===== config.mk =====
export PLATFORM = sky130hd
export DESIGN_NAME = pll_reprog_seq
export DESIGN_NICKNAME = d
export VERILOG_FILES = /design/src/rtl/pll_seq_pkg.sv /design/src/rtl/pll_seq_timer.sv /design/src/rtl/pll_seq_match.sv /design/src/rtl/pll_seq_divreg.sv /design/src/rtl/pll_seq_ctrl.sv /design/src/rtl/pll_reprog_seq.sv
export SDC_FILE = /design/constraint.sdc
export NUM_CORES = 1
export LEC_CHECK = 0
export ABC_AREA = 1
export BUFFER_PORTS_ARGS = -buffer_cell sky130_fd_sc_hd__buf_2
export CAP_MARGIN = 25
export CORE_UTILIZATION = 50
export CTS_CLUSTER_SIZE = 8
export DETAILED_ROUTE_END_ITERATION = 8
export PLACE_DENSITY = 0.89
export SLEW_MARGIN = 5
export SYNTH_ARGS = -nofsm -noshare
export SYNTH_HDL_FRONTEND = slang
export SYNTH_SLANG_ARGS = --single-unit

===== constraint.sdc =====
create_clock -name clk -period 2.79 [get_ports clk]
set_input_delay 0.279 -clock clk [delete_from_list [all_inputs] [get_ports clk]]
set_output_delay 0.279 -clock clk [all_outputs]
set_load 0.01 [all_outputs]

===== src/rtl/pll_seq_pkg.sv =====
package pll_seq_pkg;
  localparam int M_W   = 10;
  localparam int P_W   = 6;
  localparam int S_W   = 3;
  localparam int K_W   = 16;
  localparam int WORD_W = 32;
  localparam int M_LSB = 12;
  localparam int P_LSB = 4;
  localparam int S_LSB = 0;
  localparam int K_LSB = 0;

  typedef enum logic [2:0] {
    ST_IDLE,
    ST_RST,
    ST_LOAD,
    ST_HOLD,
    ST_WAIT
  } seq_state_e;

  typedef struct packed {
    logic [M_W-1:0] m;
    logic [P_W-1:0] p;
    logic [S_W-1:0] s;
    logic [K_W-1:0] k;
  } div_set_t;
endpackage


===== src/rtl/pll_seq_timer.sv =====
module pll_seq_timer #(
  parameter int CNT_W = 8
) (
  input  logic             clk,
  input  logic             rst_n,
  input  logic             load,
  input  logic [CNT_W-1:0] load_val,
  input  logic             dec,
  output logic             zero
);
  logic [CNT_W-1:0] cnt_q;
  logic [CNT_W-1:0] cnt_n;
  logic             cnt_en;

  always_comb begin
    cnt_en = load | (dec & (cnt_q != '0));
    cnt_n  = load ? load_val : cnt_q - 1'b1;
  end

  always_ff @(posedge clk or negedge rst_n) begin
    if (!rst_n) begin
      cnt_q <= '0;
    end else if (cnt_en) begin
      cnt_q <= cnt_n;
    end
  end

  assign zero = (cnt_q == '0);

  AST_TMR_NO_UNDERRUN: assert property (@(posedge clk) disable iff (!rst_n)
    (dec && !load) |-> !zero);
endmodule


===== src/rtl/pll_seq_match.sv =====
module pll_seq_match
  import pll_seq_pkg::*;
(
  input  logic [M_W-1:0] app_m,
  input  logic [P_W-1:0] app_p,
  input  logic [K_W-1:0] app_k,
  input  logic [M_W-1:0] req_m,
  input  logic [P_W-1:0] req_p,
  input  logic [K_W-1:0] req_k,
  output logic           loop_same
);
  logic m_eq, p_eq, k_eq;

  always_comb begin
    m_eq      = (app_m == req_m);
    p_eq      = (app_p == req_p);
    k_eq      = (app_k == req_k);
    loop_same = m_eq & p_eq & k_eq;
  end
endmodule


===== src/rtl/pll_seq_divreg.sv =====
module pll_seq_divreg
  import pll_seq_pkg::*;
(
  input  logic              clk,
  input  logic              rst_n,
  input  logic              ld_full,
  input  div_set_t          full_set,
  input  logic              ld_s,
  input  logic [S_W-1:0]    s_new,
  output logic [M_W-1:0]    app_m,
  output logic [P_W-1:0]    app_p,
  output logic [K_W-1:0]    app_k,
  output logic [WORD_W-1:0] div_word,
  output logic [WORD_W-1:0] frac_word
);
  logic [M_W-1:0] m_q;
  logic [P_W-1:0] p_q;
  logic [S_W-1:0] s_q;
  logic [K_W-1:0] k_q;
  logic [S_W-1:0] s_n;
  logic           s_en;

  always_comb begin
    s_en = ld_full | ld_s;
    s_n  = ld_full ? full_set.s : s_new;
  end

  always_ff @(posedge clk or negedge rst_n) begin
    if (!rst_n) begin
      m_q <= '0;
      p_q <= '0;
      k_q <= '0;
    end else if (ld_full) begin
      m_q <= full_set.m;
      p_q <= full_set.p;
      k_q <= full_set.k;
    end
  end

  always_ff @(posedge clk or negedge rst_n) begin
    if (!rst_n) begin
      s_q <= '0;
    end else if (s_en) begin
      s_q <= s_n;
    end
  end

  always_comb begin
    div_word                 = '0;
    div_word[M_LSB +: M_W]   = m_q;
    div_word[P_LSB +: P_W]   = p_q;
    div_word[S_LSB +: S_W]   = s_q;
    frac_word                = '0;
    frac_word[K_LSB +: K_W]  = k_q;
  end

  assign app_m = m_q;
  assign app_p = p_q;
  assign app_k = k_q;

  AST_NO_DOUBLE_LOAD: assert property (@(posedge clk) disable iff (!rst_n)
    !(ld_full && ld_s));
endmodule


===== src/rtl/pll_seq_ctrl.sv =====
module pll_seq_ctrl
  import pll_seq_pkg::*;
#(
  parameter bit FRAC_EN = 1'b0
) (
  input  logic clk,
  input  logic rst_n,
  input  logic req_valid,
  input  logic pwr_down,
  input  logic pwr_up,
  input  logic loop_same,
  input  logic pll_lock,
  input  logic tmr_zero,
  output logic capture,
  output logic ld_s,
  output logic ld_full,
  output logic tmr_load,
  output logic tmr_sel_lock,
  output logic tmr_dec,
  output logic resetb,
  output logic bypass,
  output logic lock_sel,
  output logic busy,
  output logic done,
  output logic err
);
  seq_state_e st_q, st_n;
  logic resetb_q, resetb_n;
  logic bypass_q, bypass_n;
  logic lsel_q, lsel_n;
  logic busy_q, busy_n;
  logic done_q, done_n;
  logic err_q, err_n;

  always_comb begin
    st_n         = st_q;
    resetb_n     = resetb_q;
    bypass_n     = bypass_q;
    lsel_n       = lsel_q;
    busy_n       = busy_q;
    err_n        = err_q;
    done_n       = 1'b0;
    capture      = 1'b0;
    ld_s         = 1'b0;
    ld_full      = 1'b0;
    tmr_load     = 1'b0;
    tmr_sel_lock = 1'b0;
    tmr_dec      = 1'b0;
    unique case (st_q)
      ST_IDLE: begin
        if (pwr_down) begin
          resetb_n = 1'b0;
          bypass_n = 1'b1;
        end else if (pwr_up) begin
          resetb_n     = 1'b1;
          busy_n       = 1'b1;
          err_n        = 1'b0;
          tmr_load     = 1'b1;
          tmr_sel_lock = 1'b1;
          st_n         = ST_WAIT;
        end else if (req_valid) begin
          err_n = 1'b0;
          if (loop_same) begin
            ld_s   = 1'b1;
            done_n = 1'b1;
          end else begin
            capture  = 1'b1;
            busy_n   = 1'b1;
            bypass_n = 1'b1;
            if (!FRAC_EN) lsel_n = 1'b1;
            st_n     = ST_RST;
          end
        end
      end
      ST_RST: begin
        resetb_n = 1'b0;
        st_n     = ST_LOAD;
      end
      ST_LOAD: begin
        ld_full  = 1'b1;
        tmr_load = 1'b1;
        st_n     = ST_HOLD;
      end
      ST_HOLD: begin
        if (tmr_zero) begin
          resetb_n     = 1'b1;
          tmr_load     = 1'b1;
          tmr_sel_lock = 1'b1;
          st_n         = ST_WAIT;
        end else begin
          tmr_dec = 1'b1;
        end
      end
      ST_WAIT: begin
        if (pll_lock) begin
          bypass_n = 1'b0;
          done_n   = 1'b1;
          busy_n   = 1'b0;
          st_n     = ST_IDLE;
        end else if (tmr_zero) begin
          err_n  = 1'b1;
          busy_n = 1'b0;
          st_n   = ST_IDLE;
        end else begin
          tmr_dec = 1'b1;
        end
      end
      default: st_n = ST_IDLE;
    endcase
  end

  always_ff @(posedge clk or negedge rst_n) begin
    if (!rst_n) begin
      st_q     <= ST_IDLE;
      resetb_q <= 1'b0;
      bypass_q <= 1'b1;
      lsel_q   <= 1'b0;
      busy_q   <= 1'b0;
      done_q   <= 1'b0;
      err_q    <= 1'b0;
    end else begin
      st_q     <= st_n;
      resetb_q <= resetb_n;
      bypass_q <= bypass_n;
      lsel_q   <= lsel_n;
      busy_q   <= busy_n;
      done_q   <= done_n;
      err_q    <= err_n;
    end
  end

  assign resetb   = resetb_q;
  assign bypass   = bypass_q;
  assign lock_sel = lsel_q;
  assign busy     = busy_q;
  assign done     = done_q;
  assign err      = err_q;

  generate
    if (!FRAC_EN) begin : g_lsel_chk
      AST_LSEL_BEFORE_RST: assert property (@(posedge clk) disable iff (!rst_n)
        ($fell(resetb_q) && busy_q) |-> lsel_q);
    end
  endgenerate

  AST_IGNORE_WHEN_BUSY: assert property (@(posedge clk) disable iff (!rst_n)
    (busy_q && st_q != ST_WAIT) |=> busy_q);
endmodule


===== src/rtl/pll_reprog_seq.sv =====
module pll_reprog_seq
  import pll_seq_pkg::*;
#(
  parameter int CYC_PER_US      = 4,
  parameter int HOLD_US         = 3,
  parameter int LOCK_TIMEOUT_US = 10000,
  parameter bit FRAC_EN         = 1'b0
) (
  input  logic              clk,
  input  logic              rst_n,
  input  logic              req_valid,
  input  logic [M_W-1:0]    req_mdiv,
  input  logic [P_W-1:0]    req_pdiv,
  input  logic [S_W-1:0]    req_sdiv,
  input  logic [K_W-1:0]    req_kdiv,
  input  logic              pwr_down,
  input  logic              pwr_up,
  input  logic              pll_lock,
  output logic              pll_resetb,
  output logic              pll_bypass,
  output logic              pll_lock_sel,
  output logic [WORD_W-1:0] div_word,
  output logic [WORD_W-1:0] frac_word,
  output logic              busy,
  output logic              done,
  output logic              err_timeout
);
  localparam int HOLD_CYC = HOLD_US * CYC_PER_US;
  localparam int LOCK_CYC = LOCK_TIMEOUT_US * CYC_PER_US;
  localparam int MAX_CYC  = (HOLD_CYC > LOCK_CYC) ? HOLD_CYC : LOCK_CYC;
  localparam int TMR_W    = $clog2(MAX_CYC + 1);
  localparam int LOWC_W   = $clog2(HOLD_CYC + 2) + 1;

  div_set_t          req_set;
  div_set_t          pend_q;
  logic [M_W-1:0]    app_m;
  logic [P_W-1:0]    app_p;
  logic [K_W-1:0]    app_k;
  logic              loop_same;
  logic              capture, ld_s, ld_full;
  logic              tmr_load, tmr_sel_lock, tmr_dec, tmr_zero;
  logic [TMR_W-1:0]  tmr_val;

  always_comb begin
    req_set.m = req_mdiv;
    req_set.p = req_pdiv;
    req_set.s = req_sdiv;
    req_set.k = FRAC_EN ? req_kdiv : '0;
    tmr_val   = tmr_sel_lock ? TMR_W'(LOCK_CYC - 1) : TMR_W'(HOLD_CYC - 1);
  end

  always_ff @(posedge clk or negedge rst_n) begin
    if (!rst_n) begin
      pend_q <= '0;
    end else if (capture) begin
      pend_q <= req_set;
    end
  end

  pll_seq_match u_match (
    .app_m     (app_m),
    .app_p     (app_p),
    .app_k     (app_k),
    .req_m     (req_set.m),
    .req_p     (req_set.p),
    .req_k     (req_set.k),
    .loop_same (loop_same)
  );

  pll_seq_divreg u_divreg (
    .clk       (clk),
    .rst_n     (rst_n),
    .ld_full   (ld_full),
    .full_set  (pend_q),
    .ld_s      (ld_s),
    .s_new     (req_set.s),
    .app_m     (app_m),
    .app_p     (app_p),
    .app_k     (app_k),
    .div_word  (div_word),
    .frac_word (frac_word)
  );

  pll_seq_timer #(.CNT_W(TMR_W)) u_timer (
    .clk      (clk),
    .rst_n    (rst_n),
    .load     (tmr_load),
    .load_val (tmr_val),
    .dec      (tmr_dec),
    .zero     (tmr_zero)
  );

  pll_seq_ctrl #(.FRAC_EN(FRAC_EN)) u_ctrl (
    .clk          (clk),
    .rst_n        (rst_n),
    .req_valid    (req_valid),
    .pwr_down     (pwr_down),
    .pwr_up       (pwr_up),
    .loop_same    (loop_same),
    .pll_lock     (pll_lock),
    .tmr_zero     (tmr_zero),
    .capture      (capture),
    .ld_s         (ld_s),
    .ld_full      (ld_full),
    .tmr_load     (tmr_load),
    .tmr_sel_lock (tmr_sel_lock),
    .tmr_dec      (tmr_dec),
    .resetb       (pll_resetb),
    .bypass       (pll_bypass),
    .lock_sel     (pll_lock_sel),
    .busy         (busy),
    .done         (done),
    .err          (err_timeout)
  );

  // Consecutive cycles with the oscillator reset low, saturating.
  logic [LOWC_W-1:0] low_cnt_q;
  always_ff @(posedge clk or negedge rst_n) begin
    if (!rst_n) begin
      low_cnt_q <= '0;
    end else if (pll_resetb) begin
      low_cnt_q <= '0;
    end else if (low_cnt_q != '1) begin
      low_cnt_q <= low_cnt_q + 1'b1;
    end
  end

  AST_SONLY_QUIET: assert property (@(posedge clk) disable iff (!rst_n)
    (req_valid && !busy && !pwr_down && !pwr_up && loop_same)
      |=> (!busy && done && $stable(pll_resetb) && $stable(pll_bypass)));
  AST_LOAD_UNDER_RESET: assert property (@(posedge clk) disable iff (!rst_n)
    (!$stable(div_word[21:4]) || !$stable(frac_word)) |-> !pll_resetb);
  AST_HOLD_MIN: assert property (@(posedge clk) disable iff (!rst_n)
    ($rose(pll_resetb) && $past(busy)) |-> (low_cnt_q >= LOWC_W'(HOLD_CYC)));
  AST_BYPASS_ON_LOCK: assert property (@(posedge clk) disable iff (!rst_n)
    $fell(pll_bypass) |-> ($past(pll_lock) && pll_resetb));
  AST_TIMEOUT_KEEPS_BYPASS: assert property (@(posedge clk) disable iff (!rst_n)
    $rose(err_timeout) |-> (pll_bypass && !busy));
  AST_DONE_NOT_BUSY: assert property (@(posedge clk) disable iff (!rst_n)
    done |-> !busy);
  AST_PWRDN_EFFECT: assert property (@(posedge clk) disable iff (!rst_n)
    (!busy && pwr_down) |=> (!pll_resetb && pll_bypass && !busy));
  AST_PWRUP_EFFECT: assert property (@(posedge clk) disable iff (!rst_n)
    (!busy && !pwr_down && pwr_up) |=> (pll_resetb && busy));
endmodule


==> impl_metrics.sql, run 1 <==
INSERT INTO impl_metrics (metric_group, metric, value, unit) VALUES
('sta', 'grt_setup_unrepaired', 'no', ''),
('detailed_routing', 'drc', '0', ''),
('sta', 'maxSlewHeadroom', '0.4333', ''),
('run_status', 'run_status', 'complete, no violations', ''),
('clocking', 'cts_inserted_buffers', '9', ''),
('pwr', 'pwr-share-seq', '0.379', ''),
('global_route', 'antenna_found_initial', '0', ''),
('sta', 'finClkSkew', '0.005547', 'ns'),
('clocking', 'clkLatencyLatePin', '0.35', 'ns'),
('critical_path', 'critPathMaxStageDelay', '0.58', 'ns'),
('sta', 'worst-slew-pin-transition', '0.8500', 'ns'),
('detailed_routing', 'wl_per_cell', '12.02', 'um'),
('logic_synthesis', 'synth.cell_area', '3734', 'um^2'),
('critical_path', 'worst_setup_path_end_kind', 'flop', ''),
('sta', 'post-route-worst-setup-slack', '0.5610', 'ns'),
('clocking', 'cts-hold-fix-buffers', '0', ''),
('pwr', 'internal_power', '2.315', 'mW'),
('floorplan', 'design.die.area', '7816', 'um^2'),
('floorplan', 'io_pins', '111', ''),
('pwr', 'clock_power_share', '0.219', ''),
('cells_and_area', 'layout-area-overhead-vs-synth', '9.685', '%'),
('cells_and_area', 'fillerInstances', '661', ''),
('detailed_routing', 'initialDrtViolationCount', '218', ''),
('pwr', 'static_leakage_power', '2.321', 'nW'),
('floorplan', 'dieHeight', '88.41', 'um'),
('logic_synthesis', 'synth_async_sr_flop_share', '1.000', ''),
('pwr', 'power.share.switching', '0.4217', ''),
('sta', 'f_max', '448.6', 'MHz'),
('logic_synthesis', 'post_synth_inst_count', '507', ''),
('logic_synthesis', 'synthTopCellsByCount', '173 x sky130_fd_sc_hd__nand2_1, 62 x sky130_fd_sc_hd__dfrtp_1, 52 x sky130_fd_sc_hd__nor2_1, 49 x sky130_fd_sc_hd__inv_1, 47 x sky130_fd_sc_hd__buf_4', ''),
('critical_path', 'critPathSlowestCell', 'sky130_fd_sc_hd__nand2_1', ''),
('logic_synthesis', 'synth_top_area_frac', '0.4155', ''),
('critical_path', 'critical_path.most_common_cell', 'sky130_fd_sc_hd__nand2_1', ''),
('detailed_routing', 'viasPerCell', '4.857', ''),
('critical_path', 'cp-start-kind', 'flop', ''),
('global_route', 'pin_count_of_the_biggest_net_entering_global_routing', '39', ''),
('clocking', 'cts_num_sinks', '63', ''),
('pwr', 'netSwitchingPower', '1.688', 'mW'),
('logic_synthesis', 'ys_warn_count', '0', ''),
('detailed_routing', 'drtAntennaViolNets', '0', ''),
('sta', 'final.min_clock_period', '2.229', 'ns'),
('global_route', 'grt_first_pass_wirelength', '13.41', 'mm'),
('sta', 'timing.setup.tns', '0', 'ns'),
('clocking', 'cts_setup_buffers', '0', ''),
('pwr', 'pwr_density_cell', '977.7', 'nW/um^2'),
('sta', 'finalSetupViolations', '0', ''),
('global_route', 'first_global_vias', '3114', ''),
('clocking', 'clk_pin_slew_worst_paths', '0.07', 'ns'),
('pwr', 'combinationalPowerShare', '0.402', ''),
('place', 'place_hpwl', '5.754', 'mm'),
('logic_synthesis', 'synth_top_family_by_area', 'simple AND/OR/NAND/NOR gates', ''),
('floorplan', 'die-width', '88.41', 'um'),
('logic_synthesis', 'post_synth_mux_area_share', '0', ''),
('cells_and_area', 'multiInputGateArea', '1698', 'um^2'),
('logic_synthesis', 'synth_top_area_cell', 'sky130_fd_sc_hd__dfrtp_1', ''),
('min_path', 'hold_path_class', 'input port to async pin', ''),
('cells_and_area', 'final_layout_size_suffix_gt1_frac', '0.1702', ''),
('clocking', 'post_cts_resized', '0', ''),
('logic_synthesis', 'synth_cell_type_count', '34', ''),
('logic_synthesis', 'synth_fa_ha_area_frac', '0.006702', ''),
('clocking', 'max-clock-path-buffers', '2', ''),
('pwr', 'irDropWorstVdd', '0.0005468', 'V'),
('place', 'globalplace.congestion', '0.8826', ''),
('logic_synthesis', 'post_synth.cell_area_avg', '7.364', 'um^2'),
('critical_path', 'cp_cell_sequence', 'nor2_1, nor2_1, nor2_1, nand2_1, nor2_2, nand2_1, nand2_1, inv_2, nand2_1, nand2_1, nand2_1', ''),
('logic_synthesis', 'synth_ff_type', 'sky130_fd_sc_hd__dfrtp_1', ''),
('critical_path', 'worst-endpoint-required', '3.08', 'ns'),
('sta', 'hold_violation_total_from_the_final_report', '0', ''),
('place', 'numPortBuffers', '49', ''),
('run', 'timing.max_cap.violations', '0', ''),
('sta', 'final_min_period_over_clock_period', '0.7989', '');
==> per-stage QoR <==
stage / instance area (um^2) / util / std cells / total power, mW / hold WS [ns]
2_1_floorplan: 3899 / - / 551 / 2.708 / -0.01659
3_3_place_gp: 3884 / 0.5354 / 647 / 3.034 / 0.4235
3_5_place_dp: 3884 / 0.5354 / 647 / 3.126 / 0.4443
4_1_cts: 4095 / 0.5646 / 663 / 4.009 / 0.07020
5_1_grt: 4095 / 0.5646 / 663 / 4.317 / 0.09987
6_report: 4095 / 0.5646 / 663 / 4.004 / 0.03487
==> cell type report <==
class / count / share of cell area
clock buffers: 10 / 0.03116
well taps: 99 / 0.03025
clock inverters: 6 / 0.02047
inverters: 53 / 0.04919
repair buffers: 54 / 0.06905
flip-flops and latches: 63 / 0.3853
multi-input cells: 378 / 0.4146
==> layer usage <==
metal | part of all wire | vias to the layer above | track usage
li1 | - | 1571 | -
met1 | 0.42 | 1525 | 0.2602
met2 | 0.50 | 111 | 0.3853
met3 | 0.067 | 13 | 0.06810
met4 | 0.018 | 0 | 0.09971
met5 | 0 | - | 0
==> power by group through the flow <==
stage | registers, mW | logic [mW] | clock network [mW]
floorplan | 1.55 | 1.16 | 0
global placement | 1.51 | 1.53 | 0
detailed placement | 1.52 | 1.60 | 0
CTS | 1.51 | 1.61 | 0.889
global route | 1.56 | 1.83 | 0.931
finish | 1.52 | 1.61 | 0.876
==> state kept, by name (all words and copies together) (netlist names) <==
register         count
pend_q              19
u_ctrl.bypass        1
u_ctrl.resetb        1
u_timer.cnt_q       16
u_ctrl.lock_sel      1
u_divreg.app_m      10
u_ctrl.st_q          3
u_ctrl.done          1
u_ctrl.err           1
u_divreg.app_p       6
u_divreg.s_q         3
u_ctrl.busy          1
==> logic make-up after synthesis <==
family                     Yosys count
buffers and inverters              110
AOI/OAI and AO/OA                   29
DFF                                 63
adders and majority gates            2
and+or+nand+nor                    292
other                                1
xor gates and xnor gates            10
==> critical path: cells and delay by family (launching register included) <==
kind | cells | cell delay [ns]
simple gates | 10 | 1.58
buf+inv | 1 | 0.17
flops | 1 | 0.42
==> cell usage in the layout (no fill, tap or decap), types with 9 or more instances in the layout <==
cell / netlist / routed
sky130_fd_sc_hd__buf_2: 4 / 49
sky130_fd_sc_hd__clkbuf_8: 0 / 9
sky130_fd_sc_hd__conb_1: 1 / 45
sky130_fd_sc_hd__dfrtp_1: 62 / 62
sky130_fd_sc_hd__inv_1: 49 / 49
sky130_fd_sc_hd__nand2_1: 173 / 173
sky130_fd_sc_hd__nand3_1: 36 / 36
sky130_fd_sc_hd__nor2_1: 52 / 52
sky130_fd_sc_hd__o21ai_0: 14 / 14
==> path summary, 6_finish.rpt <==
kind,startpoint,end,slack (ns),cells after the start
min in group clk,req_sdiv[2],pend_q[18],0.18,3
hold / removal,rst_n,u_timer.cnt_q[10],0.03,1
setup reg to reg,u_divreg.app_m[4],pend_q[20],0.56,11
hold reg to reg,u_ctrl.bypass,u_ctrl.bypass,0.46,2
setup / recovery,u_divreg.app_m[4],pend_q[20],0.56,11
max in group asynchronous,rst_n,u_divreg.app_p[2],2.03,2
(Power assumes the default switching activity.)
==> run 2: changes to the inputs <==
==> constraint.sdc (replaced) <==
create_clock -name clk -period 2.3 [get_ports clk]
set_input_delay 0.23 -clock clk [delete_from_list [all_inputs] [get_ports clk]]
set_output_delay 0.23 -clock clk [all_outputs]
set_load 0.01 [all_outputs]
==> impl_metrics.sql, run 2 (synthesized netlist as in run 1, its figures left out) <==
INSERT INTO impl_metrics (metric_group, metric, value, unit) VALUES
('run_status', 'run_status', 'complete, no violations', ''),
('critical_path', 'worst_setup_path_startpoint', 'u_divreg.app_m[1]', ''),
('pwr', 'irDropWorstVdd', '0.0008721', 'V'),
('min_path', 'hold_path_class', 'input port to flop', ''),
('sta', 'final_min_period_over_clock_period', '0.8593', ''),
('global_route', 'first_global_vias', '3040', ''),
('min_path', 'worst_hold_startpoint', 'req_sdiv[1]', ''),
('cells_and_area', 'layout-area-overhead-vs-synth', '9.450', '%'),
('pwr', 'static_leakage_power', '2.315', 'nW'),
('critical_path', 'timing.critical_path.max_delay_family', 'simple AND/OR/NAND/NOR gates', ''),
('critical_path', 'critPathMaxFanout', '20', ''),
('floorplan', 'design.die.area', '7816', 'um^2'),
('cells_and_area', 'final_cell_mix', '173 x sky130_fd_sc_hd__nand2_1, 62 x sky130_fd_sc_hd__dfrtp_1, 52 x sky130_fd_sc_hd__nor2_1', ''),
('place', 'place_hpwl', '5.780', 'mm'),
('sta', 'grt_setup_unrepaired', 'no', ''),
('sta', 'maxSlewHeadroom', '0.5335', ''),
('sta', 'final.min_clock_period', '1.976', 'ns'),
('clocking', 'cts_setup_buffers', '0', ''),
('global_route', 'grt.total_usage', '0.2264', ''),
('pwr', 'total_power', '4.664', 'mW'),
('sta', 'timing.hold.ws', '0.1257', 'ns'),
('critical_path', 'critical_path_arrival', '2.22', 'ns'),
('global_route', 'global_route.overflow_total', '0', ''),
('clocking', 'max-clock-path-buffers', '2', ''),
('clocking', 'clkLatencyLatePin', '0.36', 'ns'),
('critical_path', 'critPathMaxStageDelay', '0.42', 'ns'),
('clocking', 'root_buffer', 'sky130_fd_sc_hd__clkbuf_8', ''),
('floorplan', 'die-width', '88.41', 'um'),
('detailed_routing', 'viasPerCell', '4.868', ''),
('clocking', 'clk_pin_slew_worst_paths', '0.07', 'ns'),
('global_route', 'grtUsageMet2', '0.3741', ''),
('detailed_routing', 'wl_per_cell', '11.93', 'um'),
('cells_and_area', 'fillerInstances', '648', ''),
('place', 'globalplace.congestion', '0.8742', ''),
('cells_and_area', 'fin_nets', '604', ''),
('global_route', 'antenna_found_initial', '0', ''),
('place', 'numPortBuffers', '49', ''),
('detailed_routing', 'drtAntennaViolNets', '0', ''),
('sta', 'finClkSkew', '0.01180', 'ns'),
('sta', 'finalSetupViolations', '0', ''),
('detailed_routing', 'dr.pass1.iters', '5', ''),
('sta', 'post-route-worst-setup-slack', '0.3237', 'ns'),
('global_route', 'pin_count_of_the_biggest_net_entering_global_routing', '32', ''),
('cells_and_area', 'area.sequential', '1578', 'um^2'),
('critical_path', 'worst-endpoint-required', '2.54', 'ns'),
('sta', 'timing.setup.tns', '0', 'ns'),
('cells_and_area', 'final_layout_size_suffix_gt1_frac', '0.1731', ''),
('global_route', 'busiest_layer', 'met2', ''),
('global_route', 'groute.layer.met1.usage', '0.2721', ''),
('critical_path', 'critPathSlowestCell', 'sky130_fd_sc_hd__dfrtp_1', ''),
('detailed_routing', 'vias', '3237', ''),
('sta', 'final_report_max_slew_violation_count', '0', ''),
('cells_and_area', 'finish.cell_count_without_fillers', '665', ''),
('floorplan', 'dieHeight', '88.41', 'um'),
('critical_path', 'crit_type', 'flop to flop', ''),
('floorplan', 'io_pins', '111', ''),
('critical_path', 'cp-start-kind', 'flop', ''),
('cells_and_area', 'insertedDiodeCount', '0', ''),
('critical_path', 'cp_cell_sequence', 'nand2_1, inv_1, nor2_1, nor2_1, nand2_1, nor2_2, nand2_1, nand2_1, inv_2, nand2_1, buf_12, nand2_1, nand2_1', ''),
('cells_and_area', 'postLayoutCellArea', '4086', 'um^2'),
('global_route', 'grtUsageMet3', '0.05224', ''),
('critical_path', 'critical_path.most_common_cell', 'sky130_fd_sc_hd__nand2_1', ''),
('clocking', 'cts_inserted_buffers', '9', ''),
('sta', 'worst-slew-pin-transition', '0.6998', 'ns'),
('floorplan', 'placement_rows', '31', ''),
('detailed_routing', 'drc', '0', ''),
('floorplan', 'design.core.area', '7253', 'um^2'),
('sta', 'hold_violation_total_from_the_final_report', '0', ''),
('cells_and_area', 'largest_register_ffs', '19', ''),
('place', 'placedCellCount', '648', ''),
('sta', 'f_max', '506.0', 'MHz'),
('pwr', 'pwr_density_cell', '1141', 'nW/um^2'),
('clocking', 'cts_num_sinks', '63', ''),
('detailed_routing', 'drt_wl_total', '7.932', 'mm'),
('clocking', 'tritoncts_clock_tree', 'built', ''),
('global_route', 'grt_first_pass_wirelength', '13.48', 'mm'),
('critical_path', 'worst-path-buf-inv', '3', ''),
('cells_and_area', 'multiInputGateArea', '1698', 'um^2'),
('detailed_routing', 'initialDrtViolationCount', '243', ''),
('critical_path', 'r2r_start', 'u_divreg.app_m[1]', ''),
('place', 'place_ws', '0.3687', 'ns'),
('clocking', 'htreeDepth', '3', ''),
('critical_path', 'worst_setup_path_end_kind', 'flop', ''),
('cells_and_area', 'regMostFlops', 'pend_q', ''),
('floorplan', 'initial_utilization', '0.5147', ''),
('run', 'timing.max_cap.violations', '0', ''),
('place', 'dpl_cell_area', '3904', 'um^2'),
('cells_and_area', 'layout.cells.most_common', 'sky130_fd_sc_hd__nand2_1', ''),
('cells_and_area', 'post-route-util', '0.5634', '');
==> run 2: changes by cell type in the layout (fill, tap and decap cells not counted) <==
cell                            delta
sky130_fd_sc_hd__bufinv_16         -2
sky130_fd_sc_hd__clkinvlp_4        +1
sky130_fd_sc_hd__dlygate4sd3_1     +1
sky130_fd_sc_hd__buf_12            +1
sky130_fd_sc_hd__clkbuf_1          -1
sky130_fd_sc_hd__clkinv_4          +2
==> run 2: routing by layer <==
| metal | vias up | share of wire |
|---|---|---|
| li1 | 1573 | - |
| met1 | 1503 | 0.42 |
| met2 | 140 | 0.47 |
| met3 | 21 | 0.075 |
| met4 | 0 | 0.032 |
| met5 | - | 0 |
==> run 2: worst paths after layout <==
path / end / slack, ns / cells after the start
min in group asynchronous: u_divreg.app_m[2] / 0.47 / 2
hold reg to reg: u_ctrl.bypass / 0.46 / 2
setup reg to reg: pend_q[32] / 0.32 / 13
max in group asynchronous: u_ctrl.done / 1.09 / 3
hold / removal: pend_q[17] / 0.13 / 3
setup / recovery: pend_q[32] / 0.32 / 13
==> run 2: tightest hold or removal path, stage by stage <==
cell,delay (ns)
sky130_fd_sc_hd__buf_2,0.09
sky130_fd_sc_hd__nand3_1,0.06
sky130_fd_sc_hd__nand2_1,0.06
==> run 2: where the power goes <==
group	total, mW	leakage [nW]	switching [mW]	internal [mW]
Combinational	1.96	1.44	1.29	0.670
Clock	0.862	0.0894	0.470	0.391
Sequential	1.84	0.787	0.303	1.54
Total	4.66	2.32	2.07	2.60
==> run 2: area by class of cell <==
class	instances	area share
Timing Repair Buffer	56	0.07655
Clock buffer	9	0.03031
Inverter	53	0.04930
Clock inverter	7	0.01194
Multi-Input combinational cell	378	0.4155
Sequential cell	63	0.3861
Tap cell	99	0.03031
==> run 2: timing repair <==
| action | CTS | global route |
|---|---|---|
| resized for setup | 0 | 0 |
| hold endpoints to repair | 29 | 0 |
| hold buffers | 1 | 0 |
==> run 3: changes to the inputs <==
--- a/config.mk
+++ b/config.mk
@@ -5,7 +5,6 @@
 export SDC_FILE = /design/constraint.sdc
 export NUM_CORES = 1
 export LEC_CHECK = 0
-export ABC_AREA = 1
 export BUFFER_PORTS_ARGS = -buffer_cell sky130_fd_sc_hd__buf_2
 export CAP_MARGIN = 25
 export CORE_UTILIZATION = 50
==> impl_metrics.sql, run 3 <==
INSERT INTO impl_metrics (metric_group, metric, value, unit) VALUES
('clocking', 'cts_inserted_buffers', '9', ''),
('critical_path', 'critPathSlowestCell', 'sky130_fd_sc_hd__or4b_2', ''),
('min_path', 'hold_depth', '2', ''),
('pwr', 'pwr-share-seq', '0.404', ''),
('logic_synthesis', 'synth_seq_area_share', '0.4443', ''),
('cells_and_area', 'largest_register_ffs', '19', ''),
('detailed_routing', 'drc', '0', ''),
('cells_and_area', 'postLayoutCellArea', '4153', 'um^2'),
('critical_path', 'crit_type', 'flop to flop', ''),
('critical_path', 'critPathMaxFanout', '5', ''),
('logic_synthesis', 'synthTopCellsByCount', '62 x sky130_fd_sc_hd__dfrtp_1, 56 x sky130_fd_sc_hd__nand2_1, 47 x sky130_fd_sc_hd__buf_4, 22 x sky130_fd_sc_hd__nor2_1', ''),
('detailed_routing', 'drt-met1-wl', '3.267', 'mm'),
('global_route', 'global_route.overflow_total', '0', ''),
('critical_path', 'cp_cell_sequence', 'or3_1, or4b_2, or3_1, a21oi_1, nor3_1', ''),
('detailed_routing', 'drt_wl_total', '8.217', 'mm'),
('critical_path', 'cp_num_cells', '5', ''),
('critical_path', 'cp-start-kind', 'flop', ''),
('critical_path', 'timing.critical_path.max_delay_family', 'simple AND/OR/NAND/NOR gates', ''),
('cells_and_area', 'final_layout_size_suffix_gt1_frac', '0.3091', ''),
('place', 'dpl_cell_area', '3890', 'um^2'),
('critical_path', 'critical_path.most_common_cell', 'sky130_fd_sc_hd__or3_1', ''),
('detailed_routing', 'initialDrtViolationCount', '293', ''),
('floorplan', 'design.die.area', '7443', 'um^2'),
('sta', 'worst-slew-pin-transition', '0.5428', 'ns'),
('clocking', 'max-clock-path-buffers', '2', ''),
('logic_synthesis', 'synth_async_sr_flop_share', '1.000', ''),
('floorplan', 'dieHeight', '86.27', 'um'),
('place', 'numPortBuffers', '49', ''),
('clocking', 'tritoncts_clock_tree', 'built', ''),
('sta', 'maxSlewHeadroom', '0.6381', ''),
('cells_and_area', 'fin_nets', '478', ''),
('detailed_routing', 'top_layer_used', 'met4', ''),
('run', 'timing.max_cap.violations', '0', ''),
('pwr', 'clock_power_share', '0.268', ''),
('global_route', 'grt_first_pass_wirelength', '13.27', 'mm'),
('critical_path', 'worst-endpoint-required', '2.52', 'ns'),
('detailed_routing', 'vias', '2906', ''),
('cells_and_area', 'layout.cells.most_common', 'sky130_fd_sc_hd__dfrtp_1', ''),
('detailed_routing', 'wl_per_cell', '15.33', 'um'),
('clocking', 'root_buffer', 'sky130_fd_sc_hd__clkbuf_8', ''),
('sta', 'final_report_max_slew_violation_count', '0', ''),
('logic_synthesis', 'ys_seq_elements', '63', ''),
('sta', 'finalSetupViolations', '0', ''),
('critical_path', 'r2r_start', 'u_timer.cnt_q[9]', ''),
('logic_synthesis', 'synth.top_cells.by_area', 'sky130_fd_sc_hd__dfrtp_1 44%, sky130_fd_sc_hd__buf_4 9.9%, sky130_fd_sc_hd__mux2_2 6.0%', ''),
('critical_path', 'timing.reg2reg.worst_path_depth', '5', ''),
('place', 'globalplace.congestion', '0.9409', ''),
('pwr', 'static_leakage_power', '1.961', 'nW'),
('detailed_routing', 'met2_length', '4.157', 'mm'),
('detailed_routing', 'viasPerCell', '5.422', ''),
('critical_path', 'timing.rr.end', 'u_timer.cnt_q[15]', ''),
('global_route', 'first_global_vias', '2849', ''),
('place', 'place_hpwl', '5.501', 'mm'),
('cells_and_area', 'insertedDiodeCount', '0', ''),
('logic_synthesis', 'ys_warn_count', '0', ''),
('floorplan', 'placement_rows', '30', ''),
('pwr', 'total_power', '4.414', 'mW'),
('critical_path', 'worst-path-buf-inv', '0', ''),
('logic_synthesis', 'synth_top_area_frac', '0.4369', ''),
('min_path', 'hold_path_class', 'input port to flop', ''),
('cells_and_area', 'layout-area-overhead-vs-synth', '16.95', '%'),
('logic_synthesis', 'synth_top_area_cell', 'sky130_fd_sc_hd__dfrtp_1', ''),
('cells_and_area', 'post-route-util', '0.6079', ''),
('min_path', 'capture_endpoint_of_the_worst_hold_path', 'pend_q[18]', ''),
('global_route', 'antenna_found_initial', '0', ''),
('sta', 'finClkSkew', '0.01211', 'ns'),
('clocking', 'cts_setup_buffers', '0', ''),
('detailed_routing', 'met3RoutedLength', '552', 'um'),
('sta', 'grt_setup_unrepaired', 'no', ''),
('pwr', 'irDropWorstVdd', '0.0005940', 'V'),
('sta', 'timing.setup.tns', '0', 'ns'),
('clocking', 'clk_pin_slew_worst_paths', '0.07', 'ns'),
('detailed_routing', 'dr.pass1.iters', '5', ''),
('logic_synthesis', 'synth.cell_area', '3551', 'um^2'),
('logic_synthesis', 'synth_ff_type', 'sky130_fd_sc_hd__dfrtp_1', ''),
('critical_path', 'reg2reg_slack', '0.06', 'ns'),
('global_route', 'pin_count_of_the_biggest_net_entering_global_routing', '26', ''),
('logic_synthesis', 'most_frequent_cell_after_synthesis', 'sky130_fd_sc_hd__dfrtp_1', ''),
('critical_path', 'critPathMaxStageDelay', '0.70', 'ns'),
('clocking', 'htreeDepth', '3', ''),
('clocking', 'cts_num_sinks', '63', ''),
('pwr', 'pwr_density_cell', '1063', 'nW/um^2'),
('cells_and_area', 'fillerInstances', '551', ''),
('sta', 'f_max', '446.0', 'MHz'),
('logic_synthesis', 'post_synth.cell_area_avg', '9.729', 'um^2'),
('clocking', 'clkLatencyLatePin', '0.35', 'ns'),
('floorplan', 'io_pins', '111', ''),
('cells_and_area', 'regMostFlops', 'pend_q', ''),
('critical_path', 'worst_setup_path_end_kind', 'flop', ''),
('critical_path', 'critical_path_arrival', '2.46', 'ns'),
('sta', 'final_min_period_over_clock_period', '0.9748', ''),
('logic_synthesis', 'post_synth_inst_count', '365', ''),
('pwr', 'power.share.switching', '0.3495', ''),
('min_path', 'worst_hold_startpoint', 'req_sdiv[2]', ''),
('floorplan', 'initial_utilization', '0.5198', ''),
('sta', 'final.min_clock_period', '2.242', 'ns'),
('cells_and_area', 'final_cell_mix', '62 x sky130_fd_sc_hd__dfrtp_1, 56 x sky130_fd_sc_hd__nand2_1, 49 x sky130_fd_sc_hd__buf_2', ''),
('pwr', 'combinationalPowerShare', '0.328', ''),
('floorplan', 'die-width', '86.27', 'um'),
('global_route', 'grt.total_usage', '0.2330', ''),
('pwr', 'internal_power', '2.872', 'mW'),
('run_status', 'run_status', 'complete, no violations', ''),
('detailed_routing', 'drtAntennaViolNets', '0', ''),
('pwr', 'netSwitchingPower', '1.543', 'mW'),
('logic_synthesis', 'synth_cell_type_count', '61', ''),
('logic_synthesis', 'number_of_enable_type_register_cells_in_the_synthesized_netlist', '0', ''),
('floorplan', 'design.core.area', '6832', 'um^2'),
('sta', 'hold_violation_total_from_the_final_report', '0', '');
run 3: cell types whose count changed after synthesis, sizes merged, moves of 6 or more:
cell,delta
nand2,-123
inv,-47
nor2,-40
nand3,-32
mux2,+19
xnor2,+17
o21ai,-6
xor2,-6
run 3: worst register-to-register path, delay by kind of cell (launching register included):
family / cells / cell delay (ns)
flops: 1 / 0.39
compound gates: 1 / 0.15
simple gates: 4 / 1.58
run 3: layout make-up:
| class | count | area [um^2] | area share |
|---|---|---|---|
| repair buffers | 76 | 475.5 | 0.1145 |
| well taps | 96 | 120.1 | 0.02892 |
| clock inverters | 7 | 120.1 | 0.02892 |
| inverters | 6 | 22.52 | 0.005423 |
| multi-input cells | 279 | 1713 | 0.4125 |
| clock buffers | 9 | 123.9 | 0.02983 |
| flip-flops and latches | 63 | 1578 | 0.3799 |
run 3: what timing repair did:
action	in CTS	in global routing
hold endpoints to repair	22	0
gates resized for setup	0	3
hold buffers	1	0
setup endpoints to repair	0	4
run 3: power groups by stage:
| stage | registers (mW) | clock network [mW] | logic [mW] |
|---|---|---|---|
| after detailed placement | 1.78 | 0 | 1.39 |
| after CTS | 1.78 | 1.19 | 1.43 |
| after floorplan | 1.82 | 0 | 0.870 |
| after global placement | 1.76 | 0 | 1.31 |
| after global routing | 1.83 | 1.24 | 1.59 |
| final | 1.79 | 1.18 | 1.45 |
run 3: logic make-up (layout without fill, tap and decap cells):
group	count (synthesis)	count (layout)	synth area share
DFF	63	63	0.4443
buffers and inverters	67	98	0.1254
xor gates and xnor gates	21	21	0.05180
muxes	20	20	0.06307
adders and majority gates	2	2	0.007046
and+or+nand+nor	133	133	0.1878
AOI/OAI and AO/OA	58	58	0.1195
other	1	45	0.001056
run 3: worst max path at each step:
| stage | startpoint | end |
|---|---|---|
| 2_1_floorplan | u_timer.cnt_q[2] | u_ctrl.busy |
| 3_3_place_gp | u_timer.cnt_q[9] | u_ctrl.st_q[1] |
| 3_5_place_dp | u_timer.cnt_q[9] | u_ctrl.st_q[1] |
| 4_1_cts | u_timer.cnt_q[0] | u_timer.cnt_q[6] |
| 5_1_grt | u_ctrl.st_q[0] | pend_q[25] |
| 6_report | u_timer.cnt_q[9] | u_timer.cnt_q[15] |
run 3: per-stage QoR:
stage                     std cells  hold WS [ns]  setup slack [ns]
final                           536        0.1320           0.05806
after global routing            536        0.1262          0.008749
after CTS                       536        0.1241          0.003847
after detailed placement        519        0.2377           0.07331
after global placement          519        0.2427            0.1223
after floorplan                 409      -0.06559           0.05512
run 3: routing by layer:
layer | GRT usage | vias to the layer above
li1 | - | 1317
met1 | 0.2865 | 1423
met2 | 0.3882 | 142
met3 | 0.04762 | 24
met4 | 0.1227 | 0
met5 | 0 | -
